===== src/rtl/bxs_pkg.sv =====
package bxs_pkg;

    typedef enum logic [1:0] {
        OP_COPY   = 2'd0,
        OP_SEARCH = 2'd1,
        OP_PIN    = 2'd2,
        OP_POUT   = 2'd3
    } op_kind_e;

    typedef enum logic [1:0] {
        ST_IDLE = 2'd0,
        ST_RD   = 2'd1,
        ST_WR   = 2'd2,
        ST_END  = 2'd3
    } seq_state_e;

    typedef struct packed {
        op_kind_e kind;
        logic     dec;
        logic     rep;
    } op_cfg_t;

    // flag byte layout, decoded by the core
    localparam int F_S  = 7;
    localparam int F_Z  = 6;
    localparam int F_H  = 4;
    localparam int F_PV = 2;
    localparam int F_N  = 1;
    localparam int F_C  = 0;

    function automatic logic kind_is_io(op_kind_e k);
        return (k == OP_PIN) || (k == OP_POUT);
    endfunction

endpackage


===== src/rtl/bxs_flag_unit.sv =====
module bxs_flag_unit
    import bxs_pkg::*;
#(
    parameter int DW = 8,
    localparam int CW = 2 * DW
) (
    input  op_kind_e        kind,
    input  logic            rep,
    input  logic [7:0]      flg_cur,
    input  logic [DW-1:0]   acc,
    input  logic [DW-1:0]   cmp_byte,
    input  logic [DW-1:0]   io_cnt_old,
    input  logic [CW-1:0]   cnt_next,
    output logic [7:0]      flg_next,
    output logic            cont
);
    logic [DW-1:0] diff;
    logic [DW-1:0] io_new;
    logic          cnt_nz;
    logic          go;

    always_comb begin
        diff     = acc - cmp_byte;
        io_new   = io_cnt_old - DW'(1);
        cnt_nz   = |cnt_next;
        flg_next = flg_cur;
        go       = 1'b0;
        unique case (kind)
            OP_COPY: begin
                flg_next[F_H]  = 1'b0;
                flg_next[F_N]  = 1'b0;
                flg_next[F_PV] = cnt_nz;
                go             = cnt_nz;
            end
            OP_SEARCH: begin
                flg_next[F_S]  = diff[DW-1];
                flg_next[F_Z]  = (diff == '0);
                flg_next[F_H]  = (acc[3:0] < cmp_byte[3:0]);
                flg_next[F_N]  = 1'b1;
                flg_next[F_PV] = cnt_nz;
                go             = cnt_nz && (diff != '0);
            end
            default: begin
                flg_next[F_S]  = io_new[DW-1];
                flg_next[F_Z]  = (io_new == '0);
                flg_next[F_H]  = (io_cnt_old[3:0] == 4'd0);
                flg_next[F_PV] = (io_cnt_old == {1'b1, {(DW-1){1'b0}}});
                flg_next[F_N]  = 1'b1;
                go             = (io_new != '0);
            end
        endcase
        cont = rep && go;
    end

endmodule


===== src/rtl/bxs_ctrl.sv =====
module bxs_ctrl
    import bxs_pkg::*;
(
    input  logic       clk,
    input  logic       rst,
    input  logic       start,
    input  op_kind_e   kind,
    input  logic       mem_ack,
    input  logic       io_ack,
    output seq_state_e state,
    output logic       launch,
    output logic       capture,
    output logic       commit
);
    seq_state_e state_nx;
    logic       ack_rd;
    logic       ack_wr;

    always_comb begin
        ack_rd  = (kind == OP_PIN)  ? io_ack : mem_ack;
        ack_wr  = (kind == OP_POUT) ? io_ack : mem_ack;
        launch  = (state == ST_IDLE) && start;
        capture = (state == ST_RD) && ack_rd && (kind != OP_SEARCH);
        commit  = ((state == ST_RD) && ack_rd && (kind == OP_SEARCH))
               || ((state == ST_WR) && ack_wr);
        state_nx = state;
        unique case (state)
            ST_IDLE: if (start) state_nx = ST_RD;
            ST_RD:   if (ack_rd) state_nx = (kind == OP_SEARCH) ? ST_END : ST_WR;
            ST_WR:   if (ack_wr) state_nx = ST_END;
            default: state_nx = ST_IDLE;
        endcase
    end

    always_ff @(posedge clk) begin
        if (rst) state <= ST_IDLE;
        else     state <= state_nx;
    end

endmodule


===== src/rtl/block_xfer_seq.sv =====
module block_xfer_seq
    import bxs_pkg::*;
#(
    parameter int AW = 16,
    parameter int DW = 8,
    parameter int STEP_CYC = 16,
    parameter int EXTRA_CYC = 5,
    localparam int CYC_W = $clog2(STEP_CYC + EXTRA_CYC + 1)
) (
    input  logic              clk,
    input  logic              rst,
    input  logic              start,
    input  logic [1:0]        op_kind,
    input  logic              op_dec,
    input  logic              op_rep,
    input  logic [AW-1:0]     src_in,
    input  logic [AW-1:0]     dst_in,
    input  logic [2*DW-1:0]   cnt_in,
    input  logic [DW-1:0]     acc_in,
    input  logic [7:0]        flg_in,
    output logic              mem_req,
    output logic              mem_we,
    output logic [AW-1:0]     mem_addr,
    output logic [DW-1:0]     mem_wdata,
    input  logic [DW-1:0]     mem_rdata,
    input  logic              mem_ack,
    output logic              io_req,
    output logic              io_we,
    output logic [DW-1:0]     io_addr,
    output logic [DW-1:0]     io_wdata,
    input  logic [DW-1:0]     io_rdata,
    input  logic              io_ack,
    output logic [AW-1:0]     src_out,
    output logic [AW-1:0]     dst_out,
    output logic [2*DW-1:0]   cnt_out,
    output logic [7:0]        flg_out,
    output logic              done,
    output logic              rewind,
    output logic [CYC_W-1:0]  cycles
);
    localparam int CW = 2 * DW;

    op_cfg_t          cfg_r;
    logic [AW-1:0]    src_r, dst_r;
    logic [CW-1:0]    cnt_r;
    logic [DW-1:0]    acc_r, data_r;
    logic [7:0]       flg_r;
    logic             cont_r;
    logic [CYC_W-1:0] cyc_r;

    seq_state_e       state;
    logic             launch, capture, commit;
    logic             is_io;
    logic [AW-1:0]    src_next, dst_next;
    logic [CW-1:0]    cnt_next;
    logic [7:0]       flg_next;
    logic             cont_next;

    bxs_ctrl u_ctrl (
        .clk     (clk),
        .rst     (rst),
        .start   (start),
        .kind    (cfg_r.kind),
        .mem_ack (mem_ack),
        .io_ack  (io_ack),
        .state   (state),
        .launch  (launch),
        .capture (capture),
        .commit  (commit)
    );

    always_comb begin
        is_io    = kind_is_io(cfg_r.kind);
        src_next = cfg_r.dec ? src_r - AW'(1) : src_r + AW'(1);
        dst_next = cfg_r.dec ? dst_r - AW'(1) : dst_r + AW'(1);
        cnt_next = is_io ? {cnt_r[CW-1:DW] - DW'(1), cnt_r[DW-1:0]}
                         : cnt_r - CW'(1);
    end

    bxs_flag_unit #(.DW(DW)) u_flags (
        .kind       (cfg_r.kind),
        .rep        (cfg_r.rep),
        .flg_cur    (flg_r),
        .acc        (acc_r),
        .cmp_byte   (mem_rdata),
        .io_cnt_old (cnt_r[CW-1:DW]),
        .cnt_next   (cnt_next),
        .flg_next   (flg_next),
        .cont       (cont_next)
    );

    always_ff @(posedge clk) begin
        if (rst) begin
            cfg_r  <= '{kind: OP_COPY, dec: 1'b0, rep: 1'b0};
            src_r  <= '0;
            dst_r  <= '0;
            cnt_r  <= '0;
            acc_r  <= '0;
            data_r <= '0;
            flg_r  <= '0;
            cont_r <= 1'b0;
            cyc_r  <= '0;
        end else begin
            if (launch) begin
                cfg_r <= '{kind: op_kind_e'(op_kind), dec: op_dec, rep: op_rep};
                src_r <= src_in;
                dst_r <= dst_in;
                cnt_r <= cnt_in;
                acc_r <= acc_in;
                flg_r <= flg_in;
            end
            if (capture)
                data_r <= (cfg_r.kind == OP_PIN) ? io_rdata : mem_rdata;
            if (commit) begin
                src_r  <= src_next;
                if (cfg_r.kind == OP_COPY) dst_r <= dst_next;
                cnt_r  <= cnt_next;
                flg_r  <= flg_next;
                cont_r <= cont_next;
                cyc_r  <= cont_next ? CYC_W'(STEP_CYC + EXTRA_CYC) : CYC_W'(STEP_CYC);
            end
        end
    end

    always_comb begin
        mem_req   = ((state == ST_RD) && (cfg_r.kind != OP_PIN))
                 || ((state == ST_WR) && (cfg_r.kind != OP_POUT));
        mem_we    = (state == ST_WR);
        mem_addr  = ((state == ST_WR) && (cfg_r.kind == OP_COPY)) ? dst_r : src_r;
        mem_wdata = data_r;
        io_req    = ((state == ST_RD) && (cfg_r.kind == OP_PIN))
                 || ((state == ST_WR) && (cfg_r.kind == OP_POUT));
        io_we     = (state == ST_WR);
        io_addr   = cnt_r[DW-1:0];
        io_wdata  = data_r;
        done      = (state == ST_END) && !cont_r;
        rewind    = (state == ST_END) && cont_r;
    end

    assign src_out = src_r;
    assign dst_out = dst_r;
    assign cnt_out = cnt_r;
    assign flg_out = flg_r;
    assign cycles  = cyc_r;

endmodule


===== config.mk =====
export PLATFORM = sky130hd
export DESIGN_NAME = block_xfer_seq
export DESIGN_NICKNAME = d
export VERILOG_FILES = /design/src/rtl/bxs_pkg.sv /design/src/rtl/bxs_flag_unit.sv /design/src/rtl/bxs_ctrl.sv /design/src/rtl/block_xfer_seq.sv
export SDC_FILE = /design/constraint.sdc
export NUM_CORES = 1
export LEC_CHECK = 0
export ABC_AREA = 0
export BUFFER_PORTS_ARGS = -buffer_cell sky130_fd_sc_hd__buf_4
export CAP_MARGIN = 0
export CELL_PAD_IN_SITES_DETAIL_PLACEMENT = 1
export CELL_PAD_IN_SITES_GLOBAL_PLACEMENT = 2
export CORE_ASPECT_RATIO = 1.4
export CORE_MARGIN = 10
export CORE_UTILIZATION = 28
export DETAILED_ROUTE_END_ITERATION = 10
export PLACE_DENSITY_LB_ADDON = 0.1
export SKIP_LAST_GASP = 1
export SYNTH_ARGS = -nofsm -noshare
export SYNTH_HDL_FRONTEND = slang
export SYNTH_SLANG_ARGS = --single-unit

===== constraint.sdc =====
create_clock -name clk -period 3.2 [get_ports clk]
set_input_delay 0.16 -clock clk [delete_from_list [all_inputs] [get_ports clk]]
set_output_delay 0.16 -clock clk [all_outputs]
set_load 0.02 [all_outputs]

==> Implementation_results.wiki <==
{| class="wikitable"
! Metric !! Value
|-
| First DRT Iteration DRCs || 279
|-
| Internal power || 3.59 mW
|-
| CTS Sinks || 80
|-
| Cell taking the most area after synthesis || sky130_fd_sc_hd__dfxtp_1
|-
| Share of async-settable or async-resettable flops after synthesis || 0%
|-
| Mapped Area || 0.00597 sq mm
|-
| Maxcap violations || 0
|-
| Final #Nets || 1078
|-
| Worst vdd ir || 0.000295 V
|-
| Buffers added on ports || 193
|-
| Synthesized flop and latch total || 80
|-
| Worst Path Max Fanout || 13
|-
| CTS buffer count || 9
|-
| Ranking of synthesized cells by area || sky130_fd_sc_hd__dfxtp_1 27%, sky130_fd_sc_hd__ha_1 9.0%, sky130_fd_sc_hd__nand2_1 8.2%
|-
| Clk buf depth || 2
|-
| Reg2Reg Setup Slack || 0.45 ns
|-
| Least-Margin Pin Slew || 0.992 ns
|-
| Antenna viol nets, final || 0
|-
| Average wire length per cell after detail routing || 20.0 um
|-
| Sw Pwr || 3.21 mW
|-
| Clock slew at the register clock pins of the worst setup and hold paths || 0.07 ns
|-
| Tcrit/Tclk final || 86.1%
|-
| Sequential share of power || 25.1%
|-
| Antenna diode instance count || 0
|-
| Startpoint of the worst register-to-register path || cfg_r[1]
|-
| Data arrival time at the worst-slack endpoint || 2.95 ns
|-
| Crit path time final || 2.75 ns
|-
| Number of slew-limit violations in the final report || 0
|-
| Total power || 6.80 mW
|-
| Resized cells post-CTS || 0
|-
| Horizontal extent of the die || 143 um
|-
| CTS hold repair buffers || 0
|-
| Starting density of the core || 28.3%
|-
| Non-filler cells, final || 1209
|-
| DR DRC count || 0
|-
| Worst setup path startpoint || cfg_r[1]
|-
| Commonest cells after routing, fill and taps aside || 209 x sky130_fd_sc_hd__buf_4, 129 x sky130_fd_sc_hd__nand2_1, 80 x sky130_fd_sc_hd__dfxtp_1, 78 x sky130_fd_sc_hd__nor2_1, 72 x sky130_fd_sc_hd__a21oi_1
|-
| Floorplan die area || 0.0277 sq mm
|-
| Area overhead of the layout relative to synthesis || 31.6%
|-
| Routed Wire Length || 24200 um
|-
| Vias after detailed routing || 6297
|-
| Clk_lat worst skew || 0.35 ns
|-
| H-tree lvl count || 3
|-
| Clock root buffer master || sky130_fd_sc_hd__clkbuf_16
|-
| P_leak || 3.57 nW
|-
| Worst Path Class, Setup || flip-flop to flip-flop
|-
| EDFF count, synth || 0
|-
| Count of synthesis-stage warnings from yosys || 0
|-
| Required time of the critical path || 3.40 ns
|-
| Kind of cell adding the most delay to the critical path || compound AO/OA/AOI/OAI gates
|-
| Vias in the first global route || 6846
|-
| Status || finished clean
|-
| Unrepaired setup endpoints after global routing || no
|-
| Vias per cell || 5.21
|-
| Hold Startpoint || acc_in[5]
|-
| Maximum number of pins on one net before global-route repair || 83
|-
| Post-route setup slack || 0.446 ns
|-
| I/O pin total || 196
|-
| Master of the slowest instance on the critical path || sky130_fd_sc_hd__dfxtp_1
|-
| Worst slack on hold paths || 0.0598 ns
|-
| Kind of end point of the critical path || flip-flop
|-
| Antenna violations before repair || 0
|-
| Combinational Power Share || 57.7%
|-
| Type of origin of the critical path || flip-flop
|-
| Areal power density over the cells || 866 mW/mm^2
|-
| Global routing usage summed across all routing layers || 17.1%
|-
| Leading cell type in the layout, fill and taps excluded || sky130_fd_sc_hd__buf_4
|-
| Number of cells after detailed placement || 1193
|-
| Number of distinct library cells after synthesis || 66
|-
| Final global-route overflow total || 0
|-
| Fraction of synthesized cell area taken by the top area cell type || 26.8%
|-
| Row Count || 63
|-
| Setup WS pre-CTS || 0.447 ns
|-
| Share of the yosys chip area belonging to registers || 26.8%
|-
| Final weighted congestion in routability-driven placement || 0.849
|-
| Fraction of final layout cells sized beyond drive strength 1 || 27.5%
|-
| Number of hold violations in the final report || 0
|-
| Buf+Inv Stages, Crit Path || 1
|-
| Die boundary height || 193 um
|-
| Synthesized netlist cell count || 784
|-
| Most frequently used flop master after synthesis || sky130_fd_sc_hd__dfxtp_1
|-
| Power share of the clock group || 17.2%
|-
| First-pass DRT Iterations || 4
|-
| Fin Setup TNS || 0 ns
|-
| Switching share of total power || 47.2%
|-
| Half-perimeter wire length after placement || 18700 um
|-
| Relative max-transition margin || 33.9%
|-
| Upper clock frequency limit || 363 MHz
|-
| CP peak stage delay || 0.45 ns
|-
| Critical Path, Cell by Cell || buf_4 -> ha_1 -> a21o_1 -> a21o_1 -> a221oi_1 -> o21ai_1 -> a21o_1 -> a2111oi_0 -> o32ai_1
|-
| Setup-failing EPs final || 0
|-
| Setup Skew || 0.00982 ns
|-
| Path category of the worst min-delay check || input port to flip-flop
|-
| Syn Area/Cell || 7.62 sq um
|-
| Top cell by count, worst path || sky130_fd_sc_hd__a21o_1
|-
| Global-route wire length before repair || 37500 um
|-
| Buffer count from post-CTS setup fixing || 0
|-
| Core region area || 0.0211 sq mm
|-
| TritonCTS clock tree || yes
|}
worst paths after layout:
kind	end	cells past startpoint
max	src_out[15]	9
min	acc_r[5]	3
max reg2reg	src_out[15]	9
min reg2reg	acc_r[0]	2
kinds of logic after synthesis:
group | count (synthesis) | share of synthesized area [%]
buf+inv | 87 | 7.65
compound gates | 212 | 23.3
flops | 80 | 26.8
mux | 24 | 4.34
simple gates | 301 | 23.1
fa+ha+maj | 45 | 9.68
other cells | 1 | 0.0628
xor+xnor | 34 | 4.99
stage by stage:
step | instance area, sq um | utilization, %
detailed placement | 7540 | 35.7
global placement | 7540 | 35.7
finish | 7860 | 37.2
CTS | 7860 | 37.2
global route | 7860 | 37.2
floorplan | 5980 | -
cell type report:
type / count / area (sq um)
Fill cell: 2550 / 13300
Timing Repair Buffer: 209 / 1570
Clock inverter: 5 / 80.1
Sequential cell: 80 / 1600
Inverter: 26 / 97.6
Clock buffer: 11 / 243
Tap cell: 260 / 325
Multi-Input combinational cell: 618 / 3950
registers in the layout, indices dropped and copies added (netlist names), 4 cells and up:
| signal | count |
|---|---|
| dst_out | 16 |
| cnt_out | 16 |
| cfg_r | 4 |
| flg_out | 8 |
| acc_r | 8 |
| io_wdata | 8 |
| src_out | 16 |
power by group through the flow:
stage | Sequential (mW) | Combinational (mW) | Clock [mW]
global placement | 1.73 | 3.87 | 0
finish | 1.71 | 3.93 | 1.17
detailed placement | 1.74 | 3.97 | 0
floorplan | 1.85 | 2.39 | 0
global route | 1.76 | 4.35 | 1.25
CTS | 1.72 | 3.99 | 1.21
Yosys cell counts, types with 15 or more instances:
| cell | count |
|---|---|
| sky130_fd_sc_hd__nand2_1 | 130 |
| sky130_fd_sc_hd__nor3_1 | 15 |
| sky130_fd_sc_hd__clkbuf_1 | 23 |
| sky130_fd_sc_hd__dfxtp_1 | 80 |
| sky130_fd_sc_hd__mux2_2 | 15 |
| sky130_fd_sc_hd__ha_1 | 43 |
| sky130_fd_sc_hd__buf_4 | 25 |
| sky130_fd_sc_hd__xnor2_1 | 17 |
| sky130_fd_sc_hd__xor2_1 | 17 |
| sky130_fd_sc_hd__nand3_1 | 15 |
| sky130_fd_sc_hd__a311oi_1 | 19 |
| sky130_fd_sc_hd__a21oi_1 | 72 |
| sky130_fd_sc_hd__nor2_1 | 78 |
| sky130_fd_sc_hd__o21ai_0 | 35 |
| sky130_fd_sc_hd__inv_1 | 25 |
worst register-to-register path: cells and delay by family, from the launching register on:
family          cells  cell delay (ns)
buf+inv             1             0.26
fa+ha+maj           1             0.31
flops               1             0.45
compound gates      7             1.59
metal layers:
| layer | part of all wire, % | wire (um) | vias up | track usage (%) |
|---|---|---|---|---|
| li1 | - | - | 3100 | - |
| met1 | 41 | 9810 | 3003 | 18.3 |
| met3 | 6.7 | 1630 | 29 | 4.97 |
| met4 | 1.9 | 466 | 0 | 5.20 |
| met5 | 0 | 0 | - | 0 |
| met2 | 51 | 12300 | 165 | 31.5 |
Power figures use the tool's default switching activity.
